## src/rtl/scp_pkg.sv

```systemverilog
package scp_pkg;

  localparam int OPC_W   = 5;
  localparam int NUM_OPS = 14;
  localparam int FLAG_W  = 3;
  localparam int FLG_OVF = 0;
  localparam int FLG_EOD = 1;
  localparam int FLG_ILL = 2;

  typedef enum logic [OPC_W-1:0] {
    OP_NOP        = 5'd0,
    OP_ID         = 5'd1,
    OP_POWER_UP   = 5'd2,
    OP_HALT       = 5'd3,
    OP_HALT_SLEEP = 5'd4,
    OP_REC_AT     = 5'd5,
    OP_REC_NEXT   = 5'd6,
    OP_PLAY_AT    = 5'd7,
    OP_PLAY_NEXT  = 5'd8,
    OP_SEEK_AT    = 5'd9,
    OP_SEEK_NEXT  = 5'd10,
    OP_ERASE      = 5'd11,
    OP_DATA_WR    = 5'd12,
    OP_DATA_RD    = 5'd13
  } opcode_e;

  // Undefined codes fold onto the no-op.
  function automatic opcode_e op_decode(input logic [OPC_W-1:0] raw);
    opcode_e r;
    if (raw < OPC_W'(NUM_OPS)) r = opcode_e'(raw);
    else                       r = OP_NOP;
    return r;
  endfunction

  // Opcodes whose address field names a sector and is range-checked.
  function automatic logic op_addressed(input opcode_e op);
    logic r;
    case (op)
      OP_REC_AT, OP_PLAY_AT, OP_SEEK_AT,
      OP_ERASE, OP_DATA_WR, OP_DATA_RD: r = 1'b1;
      default:                          r = 1'b0;
    endcase
    return r;
  endfunction

endpackage

```

## src/rtl/scp_sync.sv

```systemverilog
module scp_sync #(
  parameter int             N       = 1,
  parameter int             STAGES  = 2,
  parameter logic [N-1:0]   RST_VAL = '0
) (
  input  logic         clk,
  input  logic         rst_n,
  input  logic [N-1:0] din,
  output logic [N-1:0] dout
);

  for (genvar g = 0; g < N; g++) begin : g_bit
    logic [STAGES-1:0] chain_q;

    always_ff @(posedge clk or negedge rst_n) begin
      if (!rst_n) chain_q <= {STAGES{RST_VAL[g]}};
      else        chain_q <= {chain_q[STAGES-2:0], din[g]};
    end

    assign dout[g] = chain_q[STAGES-1];
  end

endmodule

```

## src/rtl/scp_rx.sv

```systemverilog
module scp_rx
  import scp_pkg::*;
#(
  parameter int ADDR_W      = 15,
  parameter int NUM_SECTORS = 1280
) (
  input  logic              clk,
  input  logic              rst_n,
  input  logic              sel_active,
  input  logic              sclk_rise,
  input  logic              mosi,
  output logic              frame_done,
  output logic              addr_bad,
  output logic              id_next,
  output logic              cmd_valid,
  output logic [OPC_W-1:0]  cmd_op,
  output logic [ADDR_W-1:0] cmd_addr
);

  localparam int FRAME_W = OPC_W + ADDR_W;
  localparam int CNT_W   = $clog2(FRAME_W + 1);
  localparam logic [CNT_W-1:0]  CNT_FULL   = CNT_W'(FRAME_W);
  localparam logic [CNT_W-1:0]  CNT_LAST   = CNT_W'(FRAME_W - 1);
  localparam logic [ADDR_W:0]   ADDR_LIMIT = (ADDR_W + 1)'(NUM_SECTORS);

  logic [FRAME_W-1:0] frm_q, frm_d;
  logic [CNT_W-1:0]   cnt_q, cnt_d;
  logic               done_q, done_d;
  logic               id_q, id_d;
  logic               vld_q, vld_d;
  opcode_e            op_q, op_d;
  logic [ADDR_W-1:0]  addr_q, addr_d;

  logic               take;
  opcode_e            dec_op;
  logic [ADDR_W-1:0]  dec_addr;
  logic               dec_bad;

  // Decode of the completed frame, valid in the cycle done_q is high.
  always_comb begin
    dec_op   = op_decode(frm_q[OPC_W-1:0]);
    dec_addr = frm_q[FRAME_W-1:OPC_W];
    dec_bad  = op_addressed(dec_op) && ({1'b0, dec_addr} >= ADDR_LIMIT);
  end

  always_comb begin
    take   = sel_active && sclk_rise && (cnt_q != CNT_FULL);
    frm_d  = frm_q;
    if (take) frm_d[cnt_q] = mosi;
    if (!sel_active)  cnt_d = '0;
    else if (take)    cnt_d = cnt_q + 1'b1;
    else              cnt_d = cnt_q;
    done_d = take && (cnt_q == CNT_LAST);
    vld_d  = done_q && !dec_bad;
    op_d   = done_q ? dec_op   : op_q;
    addr_d = done_q ? dec_addr : addr_q;
    id_d   = done_q ? (dec_op == OP_ID) : id_q;
  end

  always_ff @(posedge clk or negedge rst_n) begin
    if (!rst_n) begin
      frm_q  <= '0;
      cnt_q  <= '0;
      done_q <= 1'b0;
      id_q   <= 1'b0;
      vld_q  <= 1'b0;
      op_q   <= OP_NOP;
      addr_q <= '0;
    end else begin
      frm_q  <= frm_d;
      cnt_q  <= cnt_d;
      done_q <= done_d;
      id_q   <= id_d;
      vld_q  <= vld_d;
      op_q   <= op_d;
      addr_q <= addr_d;
    end
  end

  assign frame_done = done_q;
  assign addr_bad   = done_q && dec_bad;
  assign id_next    = id_q;
  assign cmd_valid  = vld_q;
  assign cmd_op     = op_q;
  assign cmd_addr   = addr_q;

  AST_CMD_SINGLE: assert property (@(posedge clk) disable iff (!rst_n) vld_q |=> !vld_q);
  AST_CNT_IDLE: assert property (@(posedge clk) disable iff (!rst_n) !sel_active |=> (cnt_q == '0));
  AST_CNT_CAP: assert property (@(posedge clk) disable iff (!rst_n) cnt_q <= CNT_FULL);
  AST_BAD_NO_CMD: assert property (@(posedge clk) disable iff (!rst_n) (done_q && dec_bad) |=> !vld_q);
  AST_DESEL_NO_DONE: assert property (@(posedge clk) disable iff (!rst_n) !sel_active |=> !done_q);

endmodule

```

## src/rtl/scp_flags.sv

```systemverilog
module scp_flags
  import scp_pkg::*;
(
  input  logic              clk,
  input  logic              rst_n,
  input  logic [FLAG_W-1:0] evt,
  input  logic              snap,
  input  logic              clear,
  output logic [FLAG_W-1:0] flags
);

  logic [FLAG_W-1:0] flg_q, flg_d;
  logic [FLAG_W-1:0] rep_q, rep_d;

  // Only the flags that went out in this frame are cleared; new events win.
  always_comb begin
    rep_d = snap ? flg_q : rep_q;
    flg_d = (flg_q & ~(clear ? rep_q : '0)) | evt;
  end

  always_ff @(posedge clk or negedge rst_n) begin
    if (!rst_n) begin
      flg_q <= '0;
      rep_q <= '0;
    end else begin
      flg_q <= flg_d;
      rep_q <= rep_d;
    end
  end

  assign flags = flg_q;

  AST_EVT_SETS: assert property (@(posedge clk) disable iff (!rst_n) evt[FLG_OVF] |=> flg_q[FLG_OVF]);
  AST_STICKY: assert property (@(posedge clk) disable iff (!rst_n) (flg_q[FLG_EOD] && !clear) |=> flg_q[FLG_EOD]);
  AST_NO_SPONT: assert property (@(posedge clk) disable iff (!rst_n) (!flg_q[FLG_OVF] && !evt[FLG_OVF]) |=> !flg_q[FLG_OVF]);
  AST_EVT_HELD: assert property (@(posedge clk) disable iff (!rst_n) (clear && evt[FLG_EOD]) |=> flg_q[FLG_EOD]);
  AST_ILL_SETS: assert property (@(posedge clk) disable iff (!rst_n) evt[FLG_ILL] |=> flg_q[FLG_ILL]);

endmodule

```

## src/rtl/scp_tx.sv

```systemverilog
module scp_tx
  import scp_pkg::*;
#(
  parameter int         ADDR_W      = 15,
  parameter logic [4:0] FAMILY_CODE = 5'h05,
  parameter logic [3:0] DEVICE_CODE = 4'h3
) (
  input  logic              clk,
  input  logic              rst_n,
  input  logic              sel_active,
  input  logic              cs_fall,
  input  logic              sclk_fall,
  input  logic [FLAG_W-1:0] flags,
  input  logic              low_batt,
  input  logic [ADDR_W-1:0] sector,
  input  logic              id_sel,
  output logic              miso,
  output logic              miso_oe
);

  localparam int WORD_W      = FLAG_W + 2 + ADDR_W;
  localparam int ID_FAM_LSB  = FLAG_W + 1;
  localparam int ID_DEV_LSB  = ID_FAM_LSB + 5;

  logic [WORD_W-1:0] status_w, id_w;
  logic [WORD_W-1:0] sh_q, sh_d;
  logic              oe_q, oe_d;

  always_comb begin
    status_w = {sector, 1'b0, low_batt, flags};
    id_w = '0;
    id_w[FLAG_W:0]            = {low_batt, flags};
    id_w[ID_FAM_LSB +: 5]     = FAMILY_CODE;
    id_w[ID_DEV_LSB +: 4]     = DEVICE_CODE;
  end

  always_comb begin
    if (cs_fall)                      sh_d = id_sel ? id_w : status_w;
    else if (sel_active && sclk_fall) sh_d = sh_q >> 1;
    else                              sh_d = sh_q;
    oe_d = sel_active;
  end

  always_ff @(posedge clk or negedge rst_n) begin
    if (!rst_n) begin
      sh_q <= '0;
      oe_q <= 1'b0;
    end else begin
      sh_q <= sh_d;
      oe_q <= oe_d;
    end
  end

  assign miso    = oe_q & sh_q[0];
  assign miso_oe = oe_q;

  AST_OE_IDLE: assert property (@(posedge clk) disable iff (!rst_n) !sel_active |=> !miso_oe);
  AST_SHIFT_EDGE: assert property (@(posedge clk) disable iff (!rst_n) (sel_active && !sclk_fall && !cs_fall) |=> $stable(sh_q));
  AST_LOAD_BIT0: assert property (@(posedge clk) disable iff (!rst_n) cs_fall |=> (miso == $past(flags[FLG_OVF])));

endmodule

```

## src/rtl/spi_cmd_port.sv

```systemverilog
module spi_cmd_port
  import scp_pkg::*;
#(
  parameter int         ADDR_W      = 15,
  parameter int         NUM_SECTORS = 1280,
  parameter int         SYNC_STAGES = 2,
  parameter logic [4:0] FAMILY_CODE = 5'h05,
  parameter logic [3:0] DEVICE_CODE = 4'h3
) (
  input  logic              clk,
  input  logic              rst_n,
  input  logic              spi_cs_n,
  input  logic              spi_sclk,
  input  logic              spi_mosi,
  output logic              spi_miso,
  output logic              spi_miso_oe,
  input  logic              ev_overflow,
  input  logic              ev_end_of_data,
  input  logic              low_batt,
  input  logic [ADDR_W-1:0] cur_sector,
  output logic              cmd_valid,
  output logic [OPC_W-1:0]  cmd_op,
  output logic [ADDR_W-1:0] cmd_addr
);

  logic [2:0] pin_s;
  logic       sclk_prev_q, cs_prev_q;
  logic       sel_active, sclk_rise, sclk_fall, cs_fall;
  logic       frame_done, addr_bad, id_next;
  logic [FLAG_W-1:0] flags;

  scp_sync #(.N(3), .STAGES(SYNC_STAGES), .RST_VAL(3'b001)) u_sync (
    .clk  (clk),
    .rst_n(rst_n),
    .din  ({spi_mosi, spi_sclk, spi_cs_n}),
    .dout (pin_s)
  );

  always_ff @(posedge clk or negedge rst_n) begin
    if (!rst_n) begin
      sclk_prev_q <= 1'b0;
      cs_prev_q   <= 1'b1;
    end else begin
      sclk_prev_q <= pin_s[1];
      cs_prev_q   <= pin_s[0];
    end
  end

  always_comb begin
    sel_active = !pin_s[0];
    sclk_rise  = pin_s[1] && !sclk_prev_q;
    sclk_fall  = !pin_s[1] && sclk_prev_q;
    cs_fall    = !pin_s[0] && cs_prev_q;
  end

  scp_rx #(.ADDR_W(ADDR_W), .NUM_SECTORS(NUM_SECTORS)) u_rx (
    .clk       (clk),
    .rst_n     (rst_n),
    .sel_active(sel_active),
    .sclk_rise (sclk_rise),
    .mosi      (pin_s[2]),
    .frame_done(frame_done),
    .addr_bad  (addr_bad),
    .id_next   (id_next),
    .cmd_valid (cmd_valid),
    .cmd_op    (cmd_op),
    .cmd_addr  (cmd_addr)
  );

  scp_flags u_flags (
    .clk  (clk),
    .rst_n(rst_n),
    .evt  ({addr_bad, ev_end_of_data, ev_overflow}),
    .snap (cs_fall),
    .clear(frame_done),
    .flags(flags)
  );

  scp_tx #(.ADDR_W(ADDR_W), .FAMILY_CODE(FAMILY_CODE), .DEVICE_CODE(DEVICE_CODE)) u_tx (
    .clk       (clk),
    .rst_n     (rst_n),
    .sel_active(sel_active),
    .cs_fall   (cs_fall),
    .sclk_fall (sclk_fall),
    .flags     (flags),
    .low_batt  (low_batt),
    .sector    (cur_sector),
    .id_sel    (id_next),
    .miso      (spi_miso),
    .miso_oe   (spi_miso_oe)
  );

endmodule

```

## config.mk

```make
export PLATFORM = sky130hd
export DESIGN_NAME = spi_cmd_port
export DESIGN_NICKNAME = d
export VERILOG_FILES = /design/src/rtl/scp_pkg.sv /design/src/rtl/scp_sync.sv /design/src/rtl/scp_rx.sv /design/src/rtl/scp_flags.sv /design/src/rtl/scp_tx.sv /design/src/rtl/spi_cmd_port.sv
export SDC_FILE = /design/constraint.sdc
export NUM_CORES = 1
export LEC_CHECK = 0
export CORE_ASPECT_RATIO = 1.5
export CORE_MARGIN = 2
export CORE_UTILIZATION = 45
export DETAILED_ROUTE_END_ITERATION = 7
export DONT_BUFFER_PORTS = 1
export MAX_ROUTING_LAYER = met4
export PLACE_DENSITY = 0.59
export SLEW_MARGIN = 15
export SYNTH_ARGS = -nofsm -noshare
export SYNTH_HDL_FRONTEND = slang
export SYNTH_SLANG_ARGS = --single-unit
```

## constraint.sdc

```tcl
create_clock -name clk -period 2.1 [get_ports clk]
set_input_delay 0.42 -clock clk [delete_from_list [all_inputs] [get_ports clk]]
set_output_delay 0.42 -clock clk [all_outputs]
set_load 0.05 [all_outputs]
```

; ---- After elaboration in Yosys (flattened, before gate mapping)
; Index checks and enable logic that the tools add are counted.
[op_classes]
add_sub_neg = 1
n_lt_le_gt_ge = 4
eq_ne = 9
muxes = 11
n_bitwise = 4
reduce_logical = 18
[op_table]
columns = op, count
row1 = $mux W20, 3
row2 = $bwmux W20, 1
row3 = $eq A5 B4 Y1 const B, 4
row4 = $ge A15 B11 Y1 const B, 1
row5 = $mux W5, 3
row6 = $logic_and A1 B1 Y1, 11
row7 = $eq A5 B3 Y1 const B, 2
row8 = $lt A5 B6 Y1 const B, 1
row9 = $reduce_or A6 Y1, 1
row10 = $add A5 B1 Y5 const B, 1
row11 = $demux W1 S5, 1
row12 = $eq A5 B1 Y1 const B, 1
row13 = $eq A5 B5 Y1 const B, 1
row14 = $ge A5 B1 Y1 const B, 1
row15 = $lt A5 B4 Y1 const B, 1
row16 = $ne A5 B5 Y1 const B, 1
row17 = $logic_not A1 Y1, 4
row18 = $reduce_bool A2 Y1, 2
row19 = $and A3 B3 Y3, 1
row20 = $mux W3, 1
row21 = $not A3 Y3, 1
row22 = $or A3 B3 Y3, 1
row23 = $mux W1, 2
row24 = $and A1 B1 Y1, 1
[totals]
regBits = 83
inputBits = 23
out_inout_bits = 23
wordCells = 63

; ---- Logic depth before layout (Yosys ltp)
[logic_depth]
word_depth = 8
ltp_mapped = 6

; ---- By module
; A second synthesis with hierarchy kept.
[hier_totals]
hier_cells = 293
area_unflattened_um2 = 3634.7
[modules_own_cells]
columns = mod, n_inst, cells_per_inst, area_per_inst_um2, seq_area_each_um2
row1 = scp_rx, 1, 169, 2169.6, 1201.2
row2 = scp_tx, 1, 94, 996.0, 525.5
row3 = scp_flags, 1, 15, 217.7, 150.1
row4 = scp_sync, 1, 9, 175.2, 152.6
row5 = spi_cmd_port, 1, 6, 76.3, 51.3

; ---- Worst setup path before layout
; OpenSTA, ideal clock, no wires.
[synth_path]
path_kind = register -> register
startpoint = reg u_rx.cnt_q[2]
endpoint = reg u_rx.frm_q[19]
setup_time_ns = 0.128
arrival_time_ns = 1.689
required_ns = 1.972
slack_ns = 0.284
stages_incl_launch_ff = 5
path_buffers = 0
period_less_slack_ns = 1.816
cell_sequence = dfrtp_1 -> or4b_4 -> nor3b_2 -> and2_2 -> mux2_1
[synth_via]
elab_chain_cells = 5
word_cells_on_any_way = 8
cone_classes = order compare (2) / eq/ne (1) / mux (3) / reduce/logical (2)
[synth_lines]
columns = element, line
row1 = "start, declared", scp_rx.sv:27  ; logic [CNT_W-1:0] cnt_q, cnt_d;
row2 = "start signal, assigned", scp_rx.sv:71  ; cnt_q <= cnt_d;
row3 = $lt A5 B6 Y1 (implied by the code) or $ge A5 B1 Y1 (tied branches), scp_rx.sv:49  ; if (take) frm_d[cnt_q] = mosi;
row4 = $logic_and A1 B1 Y1 (implied by the code), scp_rx.sv:49
row5 = $mux W1 (implied by the code), scp_rx.sv:49
row6 = $demux W1 S5, -
row7 = $bwmux W20, scp_rx.sv:49
row8 = "end signal, assigned", scp_rx.sv:70  ; frm_q <= frm_d;
row9 = "end, declared", scp_rx.sv:26  ; logic [FRAME_W-1:0] frm_q, frm_d;
; Several ways; a longest one is shown, not always the timed one.
; A chain may end at the register's enable or synchronous reset.

; ---- Worst setup path after layout
; Ends and elaborated chain as after synthesis.

==> impl_metrics.toml <==
[setup_path]
r2r_end = "u_rx.frm_q[19]$_DFFE_PN0P_"
path_depth = 4
crit_type = "register to register"
start_kind = "register"
critical-path-max-stage-delay_ns = 0.59
crit_buf_inv = 0
worstRegToRegCells = 4
crit_path_end = "u_rx.frm_q[19]$_DFFE_PN0P_"
arrival_ns = 2.14
critPathTopFamily = "simple AND/OR/NAND/NOR gates"
crit_chain = "or4b_4 > nor3b_2 > and2_2 > mux2_1"
cp_slowest_cell = "or4b_4"
reg2reg_from = "u_rx.cnt_q[2]$_DFFE_PN0P_"
crit_fanout = 7
r2r_setup_slack_ns = 0.18
critPathRequiredTime_ns = 2.31
cp-startpoint = "u_rx.cnt_q[2]$_DFFE_PN0P_"
crit_path_end_kind = "register"

[sta]
rsz0062_at_grt = "no"
final_period_minus_worst_setup_slack_ns = 1.92
fmax_mhz = 520
tightest_slew_ns = 0.501
max-slew-margin-rel = 0.666
drv_slew = 0
finalSetupTns_ns = 0
fin_hold_ws_ns = -0.214
setup_viol = 0
skew_ns = 0.00631
period_share = 0.916
final_hold_viol_count = 83

[clock_tree]
cts_setup_buffers = 0
cts-root-buf = "clkbuf_16"
cts_resized = 0
path_clk_slew_ns = 0.06
cts_sinks = 83
cts_tree = "done"
htreeDepth = 3
clockBufferDepth = 2
clk_latency_ns = 0.33
cts_buffers = 9

[route]
firstDrtPassIters = 4
drt_iter0_drc = 125
drc = 0
ant_nets = 0
wire_per_inst_um = 16.1
routed_wl_um = 6450
vias = 2149
viasPerCell = 5.36

[placed_design]
io_buffer_count = 0
place_hpwl_um = 4420
gp_congestion = 0.820

[logic_synthesis]
synth_nets = 316
syn_avg_cell_area_um2 = 12.0
ys_types = 40
yosys_warnings = 0
yosysSeqAreaShare = 0.598
synth_top_cells_by_count = "dfrtp_1 (80), nand2_1 (36), mux2_1 (33)"
yosysMostFrequentCell = "dfrtp_1"
synth_area_mm2 = 0.00348
yosysTopAreaCell = "dfrtp_1"
synth_edf_count = 0
ys_top_cells_by_area = "dfrtp_1 (58%), mux2_1 (11%), mux2i_1 (5.8%), nand2_1 (3.9%), o21ai_1 (3.5%)"
async_flop_share = 1.00
ys_ff_latch = 83
synth_cells = 289
yosysTopAreaCellShare = 0.576
ys.flop_type = "dfrtp_1"

[cells_and_area]
fill_cells = 666
drive_gt1_frac = 0.107
seq_area_mm2 = 0.00208
multi_input_area_mm2 = 0.00132
areaGrowthSynthToFinish_pct = 12.3
diodes = 0
finish.net_count = 321

[status]
violations = "negative hold slack"
status = "finished, violations left"

[floorplan]
die_w_um = 75.8
core_mm2 = 0.00756
start_util = 0.460
die-height_um = 112
io_pins = 46
die-area_mm2 = 0.00846
std_cell_rows = 39

[global_route]
grt_use_total = 0.174
antenna_found_initial = 0
grt_pass1_wl_um = 10800
grt_pass1_vias = 2236
grt_max_degree = 84
grt-ovfl-total = 0

[run]
drv_cap = 0

[power]
totalPowerFinal_mw = 3.46
switchingPower_mw = 0.747
seqPwrFrac = 0.510
clockPowerShare = 0.435
swShare = 0.216
p_leak_nw = 1.79
internal_power_mw = 2.71
comb_power_share = 0.055
p_per_area_mw_per_mm2 = 885
max-vdd-ir-drop_v = 0.000475

[hold_path]
hp-class = "input port to asynchronous set/reset pin"
## state kept, by name, indices dropped and copies added (netlist names)
name and count:
u_rx.cmd_valid 1, u_rx.frm_q 20, sclk_prev_q 1, cs_prev_q 1
u_tx.sh_q 20, u_rx.cmd_addr 15, u_flags.flags 3, u_sync.g_bit.chain_q 6
u_rx.id_next 1, u_tx.miso_oe 1, u_rx.cnt_q 5, u_rx.frame_done 1
u_rx.cmd_op 5, u_flags.rep_q 3
## worst register-to-register path, stage by stage (launching register included)
cell and delay [ns]:
dfrtp_1 0.44, or4b_4 0.59, nor3b_2 0.27, and2_2 0.20, mux2_1 0.31
## cell usage in the layout (no fill, tap or decap), types with 2 or more instances in the layout
cell type,n
buf_4,7
o21ai_0,2
clkbuf_8,4
xor2_1,2
nand3b_1,3
a21o_1,2
nor2_1,6
nand4b_1,2
ha_1,4
nand2_1,36
a21oi_1,2
nor3_1,4
nor3b_2,2
dfstp_2,3
dfrtp_1,80
nor2b_1,4
mux2_1,33
inv_1,7
o21ai_1,24
mux2i_1,20
o211ai_1,2
clkbuf_1,2
a22oi_1,2
a31oi_1,2
nand3_1,19
clkbuf_16,9
## power groups by stage
stage	sequential, mW	combinational, mW	clock (mW)
floorplan	1.77	0.157	0
global placement	1.79	0.189	0
detailed placement	1.79	0.193	0
CTS	1.76	0.194	1.56
global route	1.78	0.216	1.63
finish	1.76	0.191	1.50
## kinds of logic (layout without fill, tap and decap cells)
family | after synthesis | count (layout) | share of synthesized area
simple gates | 86 | 86 | 0.127
flops | 83 | 83 | 0.598
mux | 54 | 54 | 0.168
compound gates | 38 | 38 | 0.0619
buf+inv | 21 | 31 | 0.0234
fa+ha+maj | 4 | 4 | 0.0144
xor+xnor | 3 | 3 | 0.00756
## per-layer routing
layer,vias to the layer above,part of all wire,global-route usage
li1,1024,-,-
met1,1064,0.43,0.204
met2,51,0.50,0.271
met3,10,0.049,0.0471
met4,0,0.022,0.0842
met5,-,0,-
## through the flow
stage,hold slack (ns),worst slack (ns),std cells,cell area [um2],utilization
floorplan,0.124,0.284,289,3480,-
global placement,0.126,0.227,385,3610,0.478
detailed placement,0.128,0.181,385,3610,0.478
CTS,-0.232,0.175,401,3910,0.516
global route,-0.237,0.0816,401,3910,0.516
finish,-0.214,0.176,401,3910,0.516
## cell type report
cell class,count,share of cell area
Timing Repair Buffer,7,0.0135
Clock buffer,15,0.0737
Tap cell,102,0.0327
Sequential cell,83,0.533
Inverter,8,0.00769
Multi-Input combinational cell,185,0.339
Clock inverter,1,0.00128
## worst min path at each step
stage,start,to,slack (ns)
finish,rst_n,u_rx.cmd_op[2]$_DFFE_PN0P_,-0.21
global route,rst_n,u_tx.sh_q[16]$_DFFE_PN0P_,-0.24
CTS,rst_n,u_rx.frm_q[13]$_DFFE_PN0P_,-0.23
detailed placement,rst_n,u_tx.sh_q[16]$_DFFE_PN0P_,0.13
global placement,rst_n,u_rx.cmd_op[2]$_DFFE_PN0P_,0.13
floorplan,rst_n,sclk_prev_q$_DFF_PN0_,0.12
(Power assumes the default switching activity.)
